===== src/rtl/tlp_trace_pkg.sv =====
package tlp_trace_pkg;

  // Configuration word layout
  localparam int FILT_W        = 20;
  localparam int FILT_MODE_BIT = 19;
  localparam int FILT_VAL_W    = 16;
  localparam int TYPE_MASK_W   = 8;
  localparam int DIR_CODE_W    = 4;
  localparam int RID_W         = 16;

  // Packet class, also the bit index in the type mask
  typedef enum logic [1:0] {
    CLS_P   = 2'd0,
    CLS_NP  = 2'd1,
    CLS_CPL = 2'd2
  } tlp_cls_e;

  // Direction selection codes
  localparam logic [DIR_CODE_W-1:0] DSEL_0 = 4'd0;
  localparam logic [DIR_CODE_W-1:0] DSEL_1 = 4'd1;
  localparam logic [DIR_CODE_W-1:0] DSEL_2 = 4'd2;
  localparam logic [DIR_CODE_W-1:0] DSEL_3 = 4'd3;

endpackage


===== src/rtl/tlp_classify.sv =====
module tlp_classify
  import tlp_trace_pkg::*;
(
  input  logic [7:0]       dw0_top,   // fmt[2:0], type[4:0]
  input  logic [RID_W-1:0] id_dw1,    // requester ID position of a request
  input  logic [RID_W-1:0] id_dw2,    // requester ID position of a completion
  output tlp_cls_e         cls,
  output logic [RID_W-1:0] rid
);

  logic [2:0] fmt;
  logic [4:0] typ;
  logic       unused_fmt_bits;

  assign fmt = dw0_top[7:5];
  assign typ = dw0_top[4:0];
  assign unused_fmt_bits = ^{fmt[2], fmt[0]};

  always_comb begin
    if (typ[4:1] == 4'b0101) begin
      cls = CLS_CPL;
    end else if ((typ == 5'b00000 && fmt[1]) || typ[4:3] == 2'b10) begin
      cls = CLS_P;
    end else begin
      cls = CLS_NP;
    end
  end

  assign rid = (cls == CLS_CPL) ? id_dw2 : id_dw1;

endmodule


===== src/rtl/trace_src_match.sv =====
module trace_src_match
  import tlp_trace_pkg::*;
#(
  parameter int NUM_PORTS = 16,
  localparam int PORT_W = (NUM_PORTS > 1) ? $clog2(NUM_PORTS) : 1
) (
  input  logic                  port_mode,
  input  logic [FILT_VAL_W-1:0] value,
  input  logic [PORT_W-1:0]     port_idx,
  input  logic [RID_W-1:0]      rid,
  output logic                  hit
);

  logic [NUM_PORTS-1:0] port_sel;
  logic                 port_hit;
  logic                 rid_hit;

  // One comparator per port, gated by its mask bit
  genvar g;
  generate
    for (g = 0; g < NUM_PORTS; g++) begin : g_port
      assign port_sel[g] = value[g] && (port_idx == PORT_W'(g));
    end
  endgenerate

  assign port_hit = |port_sel;
  assign rid_hit  = (rid == value[RID_W-1:0]);
  assign hit      = port_mode ? port_hit : rid_hit;

endmodule


===== src/rtl/trace_dir_gate.sv =====
module trace_dir_gate
  import tlp_trace_pkg::*;
(
  input  logic                  port_mode,
  input  logic [DIR_CODE_W-1:0] dir_code,
  input  logic                  outbound,
  input  tlp_cls_e              cls,
  input  logic                  cpl_b,
  output logic                  allow,
  output logic                  bad_code
);

  logic in_set_b;   // inbound posted, non-posted or class-B completion
  logic in_set_a;   // inbound class-A completion

  assign in_set_b = !outbound && ((cls != CLS_CPL) || cpl_b);
  assign in_set_a = !outbound && (cls == CLS_CPL) && !cpl_b;

  always_comb begin
    allow    = 1'b0;
    bad_code = 1'b0;
    if (dir_code > DSEL_3) begin
      bad_code = 1'b1;
    end else if (port_mode) begin
      unique case (dir_code)
        DSEL_0:  allow = !outbound;
        DSEL_1:  allow = outbound;
        DSEL_2:  allow = outbound || in_set_b;
        default: allow = outbound || in_set_a;
      endcase
    end else begin
      unique case (dir_code)
        DSEL_0:  bad_code = 1'b1;
        DSEL_1:  allow = outbound;
        DSEL_2:  allow = in_set_b;
        default: allow = in_set_a;
      endcase
    end
  end

endmodule


===== src/rtl/tlp_trace_filter.sv =====
module tlp_trace_filter
  import tlp_trace_pkg::*;
#(
  parameter int NUM_PORTS = 16,
  parameter int DW_W      = 32,
  parameter int HDR_DW    = 4,
  localparam int HDR_W  = DW_W * HDR_DW,
  localparam int PORT_W = (NUM_PORTS > 1) ? $clog2(NUM_PORTS) : 1
) (
  input  logic                   clk,
  input  logic                   rst,
  input  logic                   hdr_valid,
  input  logic [HDR_W-1:0]       hdr,
  input  logic [PORT_W-1:0]      port_idx,
  input  logic                   outbound,
  input  logic                   cpl_b,
  input  logic [FILT_W-1:0]      cfg_filter,
  input  logic [TYPE_MASK_W-1:0] cfg_type,
  input  logic [DIR_CODE_W-1:0]  cfg_dir,
  output logic                   cap_valid,
  output logic [HDR_W-1:0]       cap_hdr,
  output logic                   cfg_err
);

  tlp_cls_e         cls;
  logic [RID_W-1:0] rid;
  logic             src_hit;
  logic             dir_ok;
  logic             dir_bad;
  logic             type_hit;
  logic             pass_c;
  logic [2:0]       cls_oh;
  logic             port_mode;
  logic             unused_cfg_bits;

  assign port_mode       = cfg_filter[FILT_MODE_BIT];
  assign unused_cfg_bits = ^{cfg_filter[18:16], cfg_type[7:3]};

  tlp_classify u_cls (
    .dw0_top (hdr[31:24]),
    .id_dw1  (hdr[63:48]),
    .id_dw2  (hdr[95:80]),
    .cls     (cls),
    .rid     (rid)
  );

  trace_src_match #(.NUM_PORTS(NUM_PORTS)) u_src (
    .port_mode (port_mode),
    .value     (cfg_filter[FILT_VAL_W-1:0]),
    .port_idx  (port_idx),
    .rid       (rid),
    .hit       (src_hit)
  );

  trace_dir_gate u_dir (
    .port_mode (port_mode),
    .dir_code  (cfg_dir),
    .outbound  (outbound),
    .cls       (cls),
    .cpl_b     (cpl_b),
    .allow     (dir_ok),
    .bad_code  (dir_bad)
  );

  assign cls_oh   = 3'b001 << cls;
  assign type_hit = |(cls_oh & cfg_type[2:0]);
  assign pass_c   = hdr_valid && src_hit && type_hit && dir_ok && !dir_bad;

  always_ff @(posedge clk) begin
    if (rst) begin
      cap_valid <= 1'b0;
      cfg_err   <= 1'b0;
      cap_hdr   <= '0;
    end else begin
      cap_valid <= pass_c;
      cfg_err   <= dir_bad;
      if (hdr_valid) begin
        cap_hdr <= hdr;
      end
    end
  end

  // Assertions
  logic port_bit_chk;
  assign port_bit_chk = cfg_filter[port_idx];

  AST_CAP_FROM_VALID: assert property (@(posedge clk) disable iff (rst)
    cap_valid |-> $past(hdr_valid));
  AST_HDR_UNCHANGED: assert property (@(posedge clk) disable iff (rst)
    cap_valid |-> (cap_hdr == $past(hdr)));
  AST_ERR_NO_CAPTURE: assert property (@(posedge clk) disable iff (rst)
    cfg_err |-> !cap_valid);
  AST_TYPE_ENABLED: assert property (@(posedge clk) disable iff (rst)
    cap_valid |-> ($past(cls_oh & cfg_type[2:0]) != 3'b000));
  AST_PORT_SELECTED: assert property (@(posedge clk) disable iff (rst)
    (cap_valid && $past(cfg_filter[FILT_MODE_BIT])) |-> $past(port_bit_chk));
  AST_RID_EXACT: assert property (@(posedge clk) disable iff (rst)
    (cap_valid && !$past(cfg_filter[FILT_MODE_BIT]))
      |-> ($past(rid) == $past(cfg_filter[FILT_VAL_W-1:0])));
  AST_REQ_INBOUND_ONLY: assert property (@(posedge clk) disable iff (rst)
    (cap_valid && !$past(cfg_filter[FILT_MODE_BIT]) && ($past(cfg_dir) == DSEL_2))
      |-> !$past(outbound));

endmodule


===== config.mk =====
export PLATFORM = sky130hd
export DESIGN_NAME = tlp_trace_filter
export DESIGN_NICKNAME = d
export VERILOG_FILES = /design/src/rtl/tlp_trace_pkg.sv /design/src/rtl/tlp_classify.sv /design/src/rtl/trace_src_match.sv /design/src/rtl/trace_dir_gate.sv /design/src/rtl/tlp_trace_filter.sv
export SDC_FILE = /design/constraint.sdc
export NUM_CORES = 1
export LEC_CHECK = 0
export BUFFER_PORTS_ARGS = -buffer_cell sky130_fd_sc_hd__buf_2
export CAP_MARGIN = 10
export CORE_MARGIN = 8
export CORE_UTILIZATION = 46
export CTS_BUF_LIST = sky130_fd_sc_hd__clkbuf_8
export DETAILED_ROUTE_END_ITERATION = 6
export GPL_TIMING_DRIVEN = 0
export PLACE_DENSITY = 0.83
export SYNTH_ARGS = -nofsm -noshare
export SYNTH_HDL_FRONTEND = slang
export SYNTH_SLANG_ARGS = --single-unit

===== constraint.sdc =====
create_clock -name clk -period 1.66 [get_ports clk]
set_input_delay 0 -clock clk [delete_from_list [all_inputs] [get_ports clk]]
set_output_delay 0 -clock clk [all_outputs]
set_load 0.005 [all_outputs]

==> flow_metrics.env, run 1 <==
export IMPL_status="finished, final reports clean"
export IMPL_antenna_found_initial=1
export IMPL_post_route_worst_setup_slack_ps=97.0
export IMPL_place_ws_ps=-58.8
export IMPL_start_util_pct=46.5
export IMPL_yosys_area_share_simple_pct=13.3
export IMPL_ios=299
export IMPL_synth_edff_count=0
export IMPL_die_area_um2=15100
export IMPL_worstPathRequired_ps=2010
export IMPL_viasPerCell=5.24
export IMPL_insertion_delay_ps=450
export IMPL_synth_area_leaders="dfxtp_1 (49%), mux2i_1 (25%), nor2_1 (9.8%)"
export IMPL_r2r_end="cap_hdr[60]$_SDFFE_PP0P_"
export IMPL_min_to="cfg_err$_SDFF_PP0_"
export IMPL_dpl_cell_area_um2=6890
export IMPL_fmax_mhz=640
export IMPL_end_kind="flip-flop"
export IMPL_drt_iter0_markers=436
export IMPL_yosys_warnings=0
export IMPL_wl_um=21900
export IMPL_hold_path_startpoint="cfg_dir[1]"
export IMPL_fp_dieH_um=123
export IMPL_core_area_um2=11300
export IMPL_h_tree_depth=4
export IMPL_cpPeakStageDelay_ps=550
export IMPL_grt_ovfl_total=0
export IMPL_cts_buffers=17
export IMPL_synth_top_area_cell="dfxtp_1"
export IMPL_worstHoldPathCells=4
export IMPL_grt_max_degree=17
export IMPL_synth_seq_cells=130
export IMPL_synth_area_um2=5270
export IMPL_cp_arrival_ps=1910
export IMPL_reg2regPathDepth=2
export IMPL_final_area_um2=8670
export IMPL_routedWlPerCell_um=19.6
export IMPL_gp_congestion=0.922
export IMPL_hold_viol=0
export IMPL_drtPass1Iterations=7
export IMPL_fin_crit_ps=1560
export IMPL_finalNetCount=1129
export IMPL_port_buffers=289
export IMPL_synth_xor_area_share_pct=1.66
export IMPL_worstPathCellList="dlygate4sd3_1 > buf_2 > xor2_1 > a221oi_1 > o211ai_1 > a22oi_1 > nand4_1 > a2111oi_2"
export IMPL_drc=0
export IMPL_p_sw_w=0.00206
export IMPL_synthesis_instances=518
export IMPL_cts_root_buffer="clkbuf_8"
export IMPL_p_leak_nw=4.48
export IMPL_synth_seq_area_share_pct=49.4
export IMPL_p_int_w=0.00565
export IMPL_rsz0062_at_grt="no"
export IMPL_p_comb_share_pct=17.9
export IMPL_synthMuxAreaShare_pct=27.3
export IMPL_period_share_pct=94.2
export IMPL_cts_tree="built"
export IMPL_synth_common_cells="nor2_1 (137), dfxtp_1 (130), mux2i_1 (130), clkbuf_1 (16), buf_2 (13)"
export IMPL_irDropWorstVdd_mv=0.837
export IMPL_cts_buffer_depth=2
export IMPL_finalSetupTns_ps=0
export IMPL_synth_top_area_share_pct=49.4
export IMPL_synth_compound_area_share_pct=4.96
export IMPL_clk_pin_slew_ps=80
export IMPL_ant_nets=0
export IMPL_cts_setup_buffers=0
export IMPL_syn_nets=687
export IMPL_grt_pass1_wl_um=32800
export IMPL_die_w_um=123
export IMPL_hold_path_class="primary input to flip-flop"
export IMPL_drv_slew=0
export IMPL_grtUsageTotal_pct=28.1
export IMPL_synth_cell_type_count=43
export IMPL_async_reset_ff_share_pct=0
export IMPL_max_cap_viol_count=0
export IMPL_synth_top_family_by_area="multiplexers"
export IMPL_relSlewSlack_pct=43.4
export IMPL_cellPowerDensity_nw_per_um2=889
export IMPL_cp_slowest_cell="dlygate4sd3_1"
export IMPL_cp_start_kind="primary input"
export IMPL_synth_most_common_cell="nor2_1"
export IMPL_post_route_util_pct=76.6
export IMPL_cts_resized=0
export IMPL_num_rows=39
export IMPL_r2r_start="cap_hdr[60]$_SDFFE_PP0P_"
export IMPL_path_buf_inv=2
export IMPL_clock_sinks=130
export IMPL_dr_total_vias=5849
export IMPL_finClkSkew_ps=0
export IMPL_drive_above_1_share_pct=35.7
export IMPL_setup_viol=0
export IMPL_pwr_share_seq_pct=44.2
export IMPL_worst_pin_slew_ps=849
export IMPL_grt_pass1_vias=6312
export IMPL_cp_max_fo=2
export IMPL_post_synth_cell_area_avg_um2=10.2
export IMPL_swShare_pct=26.7
export IMPL_place_hpwl_um=13400
export IMPL_pwr_share_clk_pct=37.9
export IMPL_reg2reg_slack_ps=930
export IMPL_area_growth_pct=64.5
export IMPL_synthAdderAreaFrac_pct=0
export IMPL_crit_type="primary input to flip-flop"
export IMPL_synth_ff_type="dfxtp_1"
export IMPL_critPathTopFamily="compound AO/OA/AOI/OAI gates"
[worst max-delay path by stage]
stage	from	endpoint	slack, ps	cells after the start
2_1_floorplan	hdr[28]	cap_valid$_SDFF_PP0_	280	6
3_3_place_gp	hdr[28]	cap_valid$_SDFF_PP0_	-80	8
3_5_place_dp	hdr[28]	cap_valid$_SDFF_PP0_	-60	8
4_1_cts	cfg_filter[19]	cap_valid$_SDFF_PP0_	20	7
5_1_grt	rst	cap_hdr[70]$_SDFFE_PP0P_	30	5
6_report	hdr[83]	cap_valid$_SDFF_PP0_	100	8
[placed cells by master (no fill, tap or decap), types with 2 or more instances in the layout]
master         count
o21ai_0            3
nand2_1            8
a222oi_1           2
nand2b_1           2
buf_2            302
dfxtp_1          130
bufinv_16          3
o221ai_1           2
and2_1             2
nor2_1           137
inv_6              2
mux4_2             5
xor2_1             5
inv_1             13
clkbuf_1          16
mux2i_1          130
nor4b_1            2
nor3_1             5
o21ai_1            3
dlygate4sd3_1    134
and3_1             4
a221oi_1           3
xnor2_1            5
clkinvlp_4         4
a21oi_1            6
mux2_2             2
clkbuf_8          20
[power by group through the flow]
stage	clock network, W	registers, W	logic [W]
6_report	0.00292	0.00341	0.00138
5_1_grt	0.00309	0.00342	0.00147
4_1_cts	0.00293	0.00339	0.00132
3_5_place_dp	0	0.00346	0.00106
3_3_place_gp	0	0.00345	0.00104
2_1_floorplan	0	0.00348	0.000495
[registers in the layout (all words and copies together) (netlist names)]
| register | cells |
|---|---|
| cap_valid | 1 |
| cap_hdr | 128 |
| cfg_err | 1 |
[per-layer routing]
| metal | vias up | part of all wire (%) | global-route usage (%) | routed length (um) |
|---|---|---|---|---|
| met5 | - | 0 | 0 | 0 |
| met4 | 0 | 5.0 | 16.9 | 1100 |
| met3 | 90 | 9.5 | 9.50 | 2080 |
| met2 | 377 | 51 | 50.7 | 11200 |
| met1 | 2718 | 34 | 27.5 | 7490 |
| li1 | 2664 | - | - | - |
[cell families after synthesis]
group                     after synthesis
AOI/OAI and AO/OA                      32
xor gates and xnor gates               10
buffers and inverters                  43
DFF                                   130
muxes                                 137
and+or+nand+nor                       166
[final cells by class]
class	instances	area (um^2)
well taps	143	179
diodes	1	2.50
multi-input cells	345	2480
clock buffers	20	275
clock inverters	12	155
plain buffers	31	136
inverters	12	45.0
fillers	685	2650
flip-flops and latches	130	2600
repair buffers	423	2790
[per-stage QoR]
stage / total power [W] / instances / hold WS, ps
4_1_cts: 0.00764 / 1116 / 32.9
3_5_place_dp: 0.00452 / 950 / 241
3_3_place_gp: 0.00449 / 950 / 230
6_report: 0.00771 / 1117 / 34.0
5_1_grt: 0.00798 / 1117 / 65.9
2_1_floorplan: 0.00397 / 518 / 136
[timing repair]
action,in CTS,in global routing
hold buffers,134,1
endpoints found under the setup margin,0,1
hold endpoints to repair,130,2
[worst register-to-register path, cell delays in order, from the launching register on]
cell	delay (ps)
dfxtp_1	330
mux2i_1	190
nor2_1	80
(Power assumes the default switching activity.)
==> run 2, diff against run 1 <==
- SETUP_SLACK_MARGIN: unset -> 0.5
==> run 2 against run 1 <==
Compared with the run above: via count grew 0.34%; die area is the same; final area grew 1.2%; first-iteration DRC count grew 21%; combinational power is essentially flat; final cell count grew 0.27%; non-clock buffer count grew 1; sequential power is essentially flat; critical path type unchanged; largest power group unchanged.
==> flow_metrics.env, run 2 (synthesized netlist as in run 1, its figures left out) <==
export IMPL_cp_start_kind="primary input"
export IMPL_fmax_mhz=728
export IMPL_core_area_um2=11300
export IMPL_cp_arrival_ps=1720
export IMPL_cts_tree="built"
export IMPL_num_rows=39
export IMPL_seqCellArea_um2=2600
export IMPL_gp_congestion=0.903
export IMPL_hold_viol=0
export IMPL_grtUsageTotal_pct=28.5
export IMPL_viasPerCell=5.24
export IMPL_max_cap_viol_count=0
export IMPL_finClkSkew_ps=0
export IMPL_reg2regPathDepth=2
export IMPL_fin_crit_ps=1370
export IMPL_hold_path_class="primary input to flip-flop"
export IMPL_finalNetCount=1130
export IMPL_clk_pin_slew_ps=80
export IMPL_cp_slowest_cell="and4bb_4"
export IMPL_routedWlPerCell_um=19.9
export IMPL_dr_total_vias=5869
export IMPL_cts_buffer_depth=2
export IMPL_cts_root_buffer="clkbuf_8"
export IMPL_h_tree_depth=4
export IMPL_drc=0
export IMPL_largest_reg_flops=128
export IMPL_top_regs="cap_hdr (128), cap_valid (1), cfg_err (1)"
export IMPL_final_common_cell="buf_2"
export IMPL_fp_dieH_um=123
export IMPL_worstHoldPathCells=3
export IMPL_reg2reg_slack_ps=900
export IMPL_die_area_um2=15100
export IMPL_port_buffers=289
export IMPL_ant_nets=0
export IMPL_top_register="cap_hdr"
export IMPL_drv_slew=0
export IMPL_antenna_found_initial=3
export IMPL_drt_iter0_markers=527
export IMPL_area_growth_pct=66.5
export IMPL_hold_path_startpoint="cfg_filter[19]"
export IMPL_layout_common_cells="buf_2 (298), nor2_1 (137), dlygate4sd3_1 (133), dfxtp_1 (130), mux2i_1 (129)"
export IMPL_grt_pass1_wl_um=33400
export IMPL_relSlewSlack_pct=48.2
export IMPL_clock_sinks=130
export IMPL_nFillCells=672
export IMPL_status="finished, final reports clean"
export IMPL_grt_pass1_vias=6402
export IMPL_r2r_end="cap_hdr[112]$_SDFFE_PP0P_"
export IMPL_period_share_pct=82.8
export IMPL_start_util_pct=46.5
export IMPL_drive_above_1_share_pct=36.4
export IMPL_worstPathCellList="buf_2 > and4bb_4 > mux2i_2 > xnor2_1 > nor4b_2 > nand4_1 > a2111oi_2"
export IMPL_rsz0062_at_grt="yes"
export IMPL_die_w_um=123
export IMPL_ios=299
export IMPL_worst_pin_slew_ps=777
export IMPL_worstPathRequired_ps=2010
export IMPL_place_hpwl_um=13300
export IMPL_grt_max_degree=17
export IMPL_grt_ovfl_total=0
export IMPL_p_leak_nw=4.51
export IMPL_setup_viol=0
export IMPL_cpPeakStageDelay_ps=370
export IMPL_multi_input_area_um2=2510
export IMPL_total_power_w=0.00796
export IMPL_cp_max_fo=4
export IMPL_cellPowerDensity_nw_per_um2=907
export IMPL_cts_buffers=17
export IMPL_wl_um=22300
export IMPL_drtPass1Iterations=5
export IMPL_finalSetupTns_ps=0
export IMPL_insertion_delay_ps=450
export IMPL_irDropWorstVdd_mv=0.792
export IMPL_min_to="cap_valid$_SDFF_PP0_"
export IMPL_end_kind="flip-flop"
export IMPL_r2r_start="cap_hdr[112]$_SDFFE_PP0P_"
export IMPL_crit_type="primary input to flip-flop"
run 2: cell types whose count changed in the layout (fill, tap and decap cells not counted), sizes merged:
| cell | before | now |
|---|---|---|
| bufinv | 3 | 5 |
| clkinv | 2 | 4 |
| clkbuf | 36 | 33 |
| clkinvlp | 4 | 3 |
| buf | 304 | 306 |
| diode | 1 | 3 |
| dlygate4sd3 | 134 | 133 |
run 2: timing repair:
action	4_1_cts	5_1_grt
endpoints found under the setup margin	1	1
hold endpoints to repair	130	0
buffers inserted	0	2
hold buffers	133	0
pin swaps	0	7
resized for setup	3	12
run 2: layout make-up:
| cell class | count | area share (%) |
|---|---|---|
| repair buffers | 424 | 32.1 |
| flip-flops and latches | 130 | 29.7 |
| multi-input cells | 345 | 28.6 |
| clock buffers | 17 | 2.67 |
| clock inverters | 15 | 2.62 |
| well taps | 143 | 2.04 |
| plain buffers | 31 | 1.67 |
| inverters | 12 | 0.542 |
| diodes | 3 | 0.0856 |
run 2: worst max-delay path, delay by kind of cell:
kind | cells | cell delay, ps
mux | 1 | 270
xor+xnor | 1 | 120
compound gates | 1 | 370
buf+inv | 1 | 120
simple gates | 3 | 830
run 2: through the flow:
step	hold WS (ps)	std cells	cell area [um^2]	worst slack (ps)	utilization, %
floorplan	136	518	5270	314	-
global placement	231	950	6900	-191	60.9
detailed placement	242	950	6900	-149	60.9
CTS	37.3	1115	8720	434	77.0
global route	73.2	1120	8770	248	77.5
finish	64.6	1120	8770	286	77.5
run 2: how the worst max path moves through the flow:
stage	start	to	slack, ps	cells past startpoint
after floorplan	hdr[28]	cap_valid$_SDFF_PP0_	310	7
after global placement	hdr[28]	cap_valid$_SDFF_PP0_	-190	8
after detailed placement	hdr[28]	cap_valid$_SDFF_PP0_	-150	8
after CTS	hdr[28]	cap_valid$_SDFF_PP0_	430	8
after global routing	hdr[28]	cap_valid$_SDFF_PP0_	250	8
final	hdr[26]	cap_valid$_SDFF_PP0_	290	7
run 2: power breakdown:
| part | switching [W] | internal [W] |
|---|---|---|
| Clock | 0.00135 | 0.00180 |
| Combinational | 0.000648 | 0.000749 |
| Sequential | 0.000105 | 0.00330 |
| Total | 0.00210 | 0.00586 |
run 2: per-layer routing:
layer	wire [um]	global-route usage, %	share of wire [%]	up-vias
met2	11600	52.4	52	354
met4	1050	16.8	4.7	0
met5	0	0	0	-
met1	7660	27.3	34	2764
met3	1930	9.27	8.6	86
li1	-	-	-	2665
